## src/rtl/result_frame_sender.sv

```systemverilog
module result_frame_sender #(
  parameter int          SUM_W     = 32,
  parameter logic [7:0]  TERM_CHAR = 8'd13,
  parameter int          CNT_W     = $clog2(SUM_W / 8 + 2)
) (
  input  logic             clk,
  input  logic             rst_n,
  input  logic             load,
  input  logic [SUM_W-1:0] sum_in,
  input  logic             slot,
  input  logic             tx_empty,
  output logic             tx_valid,
  output logic [7:0]       tx_byte,
  output logic [CNT_W-1:0] bytes_left
);
  localparam int NB    = SUM_W / 8;
  localparam int FRAME = NB + 1;

  logic [SUM_W-1:0] held;
  logic [CNT_W-1:0] pos;
  logic [7:0]       next_byte;
  logic             fire;

  assign pos  = CNT_W'(FRAME) - bytes_left;
  assign fire = slot && tx_empty && !load && (bytes_left != '0);

  always_comb begin
    if (pos == CNT_W'(NB)) next_byte = TERM_CHAR;
    else                   next_byte = 8'(held >> {pos, 3'b000});
  end

  always_ff @(posedge clk) begin
    if (!rst_n) begin
      held       <= '0;
      bytes_left <= '0;
      tx_valid   <= 1'b0;
      tx_byte    <= '0;
    end else begin
      tx_valid <= fire;
      if (load) begin
        held       <= sum_in;
        bytes_left <= CNT_W'(FRAME);
      end else if (fire) begin
        bytes_left <= bytes_left - CNT_W'(1);
        tx_byte    <= next_byte;
      end
    end
  end
endmodule


```

## config.mk

```make
export PLATFORM = sky130hd
export DESIGN_NAME = result_frame_sender
export DESIGN_NICKNAME = d
export VERILOG_FILES = /design/src/rtl/result_frame_sender.sv
export SDC_FILE = /design/constraint.sdc
export NUM_CORES = 1
export LEC_CHECK = 0
export ABC_AREA = 1
export CORE_ASPECT_RATIO = 0.8
export CORE_MARGIN = 8
export CORE_UTILIZATION = 35
export DETAILED_ROUTE_END_ITERATION = 16
export DONT_BUFFER_PORTS = 1
export PLACE_DENSITY_LB_ADDON = 0.25
export REMOVE_ABC_BUFFERS = 1
export SYNTH_ARGS = -nofsm -noshare
export SYNTH_HDL_FRONTEND = slang
export SYNTH_SLANG_ARGS = --single-unit
```

## constraint.sdc

```tcl
create_clock -name clk -period 1.56 [get_ports clk]
set_input_delay 0.156 -clock clk [delete_from_list [all_inputs] [get_ports clk]]
set_output_delay 0.156 -clock clk [all_outputs]
set_load 0.01 [all_outputs]
```

# [After elaboration in Yosys (flattened, before gate mapping)]
# Cells that the tools add are included.
[op_classes] n_mux=3 n_addsub=2 n_eq_ne=1 shifts=1 bitwise=2 reduce_logical=8
[ops] cell="32-bit by 6-bit >> shifter with 8-bit output" count=1
[ops] cell="8-bit two-way mux" count=1
[ops] cell="3-bit two-way mux" count=2
[ops] cell="3-bit equality test, second input constant" count=1
[ops] cell="1-bit logical AND" count=3
[ops] cell="3-bit nonzero test" count=1
[ops] cell="3-bit by 1-bit subtractor with 3-bit output, second input constant" count=1
[ops] cell="3-bit subtractor, first input constant" count=1
[ops] cell="1-bit inverter" count=2
[ops] cell="2-bit AND reduction" count=1
[ops] cell="2-bit nonzero test" count=1
[ops] cell="2-bit OR reduction" count=1
[ops] cell="1-bit logical NOT" count=1
[totals] reg_bits=44 word_cells=22 input_bits=37

# [Logic depth before layout (Yosys ltp)]
# Gate-level depths: netlist of the first run.
[depth] ltp_word=5 depth_mapped=10 ltp_nobuf=9

# [Worst setup path after synthesis of the first run]
# Ideal clock, no wire load.
[synth_timing] path_type="register -> register" start="register bytes_left[0]" end="register tx_byte[0]" synth_period_minus_slack_ns=1.488 path_buffers=1 slack_ns=0.072 setup_time_ns=0.115 stages_incl_launch_ff=10 arrival_ns=1.374 cell_sequence="dfxtp_1 > buf_2 > inv_2 > ha_1 > nand2_4 > nand2_4 > nor2_8 > nand2_2 > nor2_1 > nor2_1"
[synth_via] elab_chain_len=3 elab_cells_between_ends=7 classes_between="add/sub: 1; eq/ne: 1; shift: 1; mux: 1; reduce/logical: 3"
[synth_rtl] element="start: declaration" line="14" source="output logic [CNT_W-1:0] bytes_left"
[synth_rtl] element="start signal: assignment" line="42" source="bytes_left <= CNT_W'(FRAME);"
[synth_rtl] element="start signal: assignment" line="44" source="bytes_left <= bytes_left - CNT_W'(1);"
[synth_rtl] element="3-bit subtractor or 3-bit nonzero test (tied branches)" line="24, 25"
[synth_rtl] element="32-bit by 6-bit >> shifter with 8-bit output, or another cell as far along" line="29" source="else next_byte = 8'(held >> {pos, 3'b000});"
[synth_rtl] element="8-bit two-way mux or 2-bit AND reduction (tied branches)"
[synth_rtl] element="end signal: assignment" line="45" source="tx_byte <= next_byte;"
[synth_rtl] element="end: declaration" line="13" source="output logic [7:0] tx_byte,"
# Several ways; a longest one is shown, not always the timed one.
# A chain may end at the register's enable or synchronous reset.

# [Worst setup path in the final report of the first run]
[layout_timing] start="register bytes_left[1]" end="register tx_byte[2]"
# Same word-level chain as after synthesis.

==> impl_metrics.xml, run 1 <==
<?xml version="1.0" encoding="UTF-8"?>
<metrics>
  <group name="routing">
    <metric name="detail_route.vias_per_cell" unit="">4.82</metric>
    <metric name="via_count" unit="">1624</metric>
    <metric name="ant_nets" unit="">0</metric>
    <metric name="detail_route.wl_per_cell" unit="um">14.2</metric>
    <metric name="routed_wirelength" unit="um">4780</metric>
    <metric name="drt-initial-drc-count" unit="">70</metric>
    <metric name="drt_first_pass_iters" unit="">4</metric>
    <metric name="drt_drc_violations_left" unit="">0</metric>
  </group>
  <group name="synthesis">
    <metric name="post_synth_mux_area_share" unit="">0</metric>
    <metric name="synth-edff-count" unit="">0</metric>
    <metric name="dominant_synthesized_flop_cell" unit="">dfxtp_1</metric>
    <metric name="netlist_top_cells_count" unit="">nand2_1, dfxtp_1, a21oi_1, o21ai_0</metric>
    <metric name="netlist_area" unit="mm2">0.00192</metric>
    <metric name="synth_top_area_share" unit="">0.458</metric>
    <metric name="synth.largest_area_cell" unit="">dfxtp_1</metric>
    <metric name="seq_area_frac_synth" unit="">0.458</metric>
    <metric name="synth_async_reset_ratio" unit="">0</metric>
    <metric name="yosys-top-cells-area" unit="">dfxtp_1, nand2_1, a21oi_1</metric>
    <metric name="post_synth.cell_area_avg" unit="um2">7.31</metric>
    <metric name="xor_xnor_portion_of_the_synthesized_cell_area" unit="">0</metric>
    <metric name="synth_compound_gate_area_share" unit="">0.196</metric>
    <metric name="basic_gate_share_of_the_synthesized_area_counting_and_or_nand_and_nor_cells" unit="">0.227</metric>
    <metric name="postSynthCellCount" unit="">263</metric>
    <metric name="yosys.area_share.adder" unit="">0.0195</metric>
    <metric name="synth.most_common_cell" unit="">nand2_1</metric>
    <metric name="yosys_register_bits" unit="">44</metric>
    <metric name="yosysWarnings" unit="">0</metric>
    <metric name="yosys.cell_types.count" unit="">19</metric>
    <metric name="largest_family_of_logic_cells_by_synthesized_area" unit="">simple AND/OR/NAND/NOR gates</metric>
  </group>
  <group name="global_route">
    <metric name="global_route.overflow_total" unit="">0</metric>
    <metric name="grt_max_degree" unit="">28</metric>
    <metric name="first_global_vias" unit="">1557</metric>
    <metric name="first_pass_grt_wire_length" unit="um">7850</metric>
    <metric name="antenna_found_initial" unit="">0</metric>
    <metric name="global_route.usage.total" unit="">0.123</metric>
  </group>
  <group name="cells_and_area">
    <metric name="final_util" unit="">0.405</metric>
    <metric name="instances_no_fill" unit="">337</metric>
    <metric name="n_fill_cell" unit="">571</metric>
    <metric name="final_layout_size_suffix_gt1_frac" unit="">0.0882</metric>
    <metric name="design_area_final" unit="mm2">0.00218</metric>
    <metric name="layout_stage_area_growth_over_the_synthesis_result" unit="%">13.3</metric>
    <metric name="antennaDiodeCount" unit="">0</metric>
    <metric name="final_layout_net_count" unit="">312</metric>
  </group>
  <group name="placed_design">
    <metric name="dpl.cell_count" unit="">319</metric>
    <metric name="gp_congestion" unit="">0.791</metric>
    <metric name="port_buffers" unit="">0</metric>
    <metric name="estimated_wirelength_of_the_detail_placed_design" unit="um">3180</metric>
    <metric name="dpl_cell_area" unit="mm2">0.00197</metric>
  </group>
  <group name="floorplanning">
    <metric name="initial_utilization" unit="">0.358</metric>
    <metric name="chipWidth" unit="um">98.9</metric>
    <metric name="floorplan.die_area" unit="mm2">0.00814</metric>
    <metric name="floorplan.die.height" unit="um">82.3</metric>
    <metric name="core_box_area" unit="mm2">0.00538</metric>
    <metric name="ioPinCount" unit="">49</metric>
    <metric name="rows" unit="">24</metric>
  </group>
  <group name="clocking">
    <metric name="clk_root_buffer_cell" unit="">clkbuf_8</metric>
    <metric name="clk_pin_slew_worst_paths" unit="ns">0.08</metric>
    <metric name="tritoncts" unit="">done</metric>
    <metric name="cts_htree_levels" unit="">2</metric>
    <metric name="numClockSinks" unit="">44</metric>
    <metric name="cts_inserted_buffers" unit="">5</metric>
    <metric name="ctsLongestPathBuffers" unit="">2</metric>
    <metric name="insertion_delay" unit="ns">0.29</metric>
  </group>
  <group name="sta">
    <metric name="fin_crit_sh" unit="">0.866</metric>
    <metric name="slew_viol_final" unit="">0</metric>
    <metric name="grt_setup_unrepaired" unit="">false</metric>
    <metric name="achievable-frequency" unit="MHz">740</metric>
    <metric name="tightestPinTransition" unit="ns">0.629</metric>
    <metric name="finalCriticalPeriod" unit="ns">1.35</metric>
    <metric name="worst_clock_skew" unit="ns">0.00683</metric>
    <metric name="total_count_of_hold_check_failures_in_the_final_report" unit="">0</metric>
    <metric name="final_setup_violation_count" unit="">0</metric>
    <metric name="timing.max_slew.rel_slack" unit="">0.579</metric>
  </group>
  <group name="power_and_ir_drop">
    <metric name="pleak" unit="nW">0.948</metric>
    <metric name="power-per-cell-area" unit="mW/mm2">1040</metric>
    <metric name="worst_ir_drop_vdd" unit="mV">0.501</metric>
  </group>
  <group name="critical_path">
    <metric name="end_kind" unit="">register</metric>
    <metric name="critical_path_class" unit="">reg2reg</metric>
    <metric name="cp_data_required_time" unit="ns">1.75</metric>
    <metric name="critical_path_arrival" unit="ns">1.54</metric>
    <metric name="timing.critical_path.from_type" unit="">register</metric>
    <metric name="timing.critical_path.fanout_max" unit="">10</metric>
  </group>
  <group name="flow_run">
    <metric name="maxCapViolations" unit="">0</metric>
  </group>
  <group name="min_path">
    <metric name="hold_path_class" unit="">in2reg</metric>
  </group>
  <group name="status">
    <metric name="run_status" unit="">complete, no violations</metric>
  </group>
</metrics>
-- cell usage in the layout (no fill, tap or decap), drive strengths merged --
cell	n
nor2	30
nand3	12
ha	3
nand2	55
a21oi	29
dfxtp	44
buf	5
nand4	1
o21ai	36
clkbuf	7
inv	32
dlygate4sd3	11
o211ai	7
-- final cells by class --
type	instances	area (um2)	share of cell area
inverters	32	120	0.0551
flip-flops and latches	44	881	0.404
clock buffers	7	96.3	0.0442
multi-input cells	173	852	0.391
well taps	65	81.3	0.0373
repair buffers	16	148	0.0678
-- worst paths after layout --
kind                 startpoint          to  slack (ns)  cells past startpoint
setup / recovery  bytes_left[1]  tx_byte[2]        0.21                      8
setup reg to reg  bytes_left[1]  tx_byte[2]        0.21                      8
hold reg to reg         held[3]     held[3]        0.46                      2
hold / removal       sum_in[11]    held[11]       0.005                      2
-- logic make-up (layout without fill, tap and decap cells) --
family | count (synthesis) | after routing
and+or+nand+nor | 98 | 98
AOI/OAI and AO/OA | 72 | 72
DFF | 44 | 44
buffers and inverters | 46 | 55
adders and majority gates | 3 | 3
-- metal layers --
metal	vias up	wire [um]	GRT usage
li1	863	-	-
met1	706	2290	0.154
met2	50	1880	0.180
met3	5	565	0.0653
met4	0	46	0.0366
met5	-	0	0
-- where the power goes --
| part | internal, W | switching [W] | leakage, nW |
|---|---|---|---|
| combinational | 0.000105 | 0.000172 | 0.533 |
| clock | 0.000395 | 0.000377 | 0.0503 |
| sequential | 0.00119 | 0.0000314 | 0.364 |
| total | 0.00169 | 0.000580 | 0.948 |
-- critical path: stages, from the launching register on --
cell     delay, ns
dfxtp_1       0.35
inv_2         0.08
ha_1          0.22
nand2_4       0.10
nand2_4       0.08
nor2_8        0.17
nand2_2       0.09
nor2_1        0.10
nor2_1        0.05
-- through the flow --
step	hold slack (ns)	setup WS (ns)	power (W)	setup TNS (ns)
floorplan	0.254	-0.302	0.00143	-2.92
global placement	0.265	0.269	0.00149	0
detailed placement	0.267	0.222	0.00150	0
CTS	0.0000757	0.204	0.00229	0
global route	0.00199	0.0728	0.00238	0
finish	0.00451	0.209	0.00227	0
-- state kept, by name (all words and copies together) (netlist names) --
name / cells
bytes_left: 3
held: 32
tx_byte: 8
tx_valid: 1
-- timing repair --
| item | 4_1_cts | 5_1_grt |
|---|---|---|
| hold buffers | 9 | 2 |
| hold endpoints to repair | 20 | 2 |
| resized for setup | 0 | 0 |
| buffers inserted | 0 | 0 |
(Power assumes the default switching activity.)
==> run 2, diff against run 1 <==
--- a/config.mk
+++ b/config.mk
@@ -11,6 +11,7 @@
 export CORE_UTILIZATION = 35
 export DETAILED_ROUTE_END_ITERATION = 16
 export DONT_BUFFER_PORTS = 1
+export GPL_ROUTABILITY_DRIVEN = 1
 export PLACE_DENSITY_LB_ADDON = 0.25
 export REMOVE_ABC_BUFFERS = 1
 export SYNTH_ARGS = -nofsm -noshare
==> results of run 2 <==
No change in the layout: final DEF, timing and power equal those of run 1.
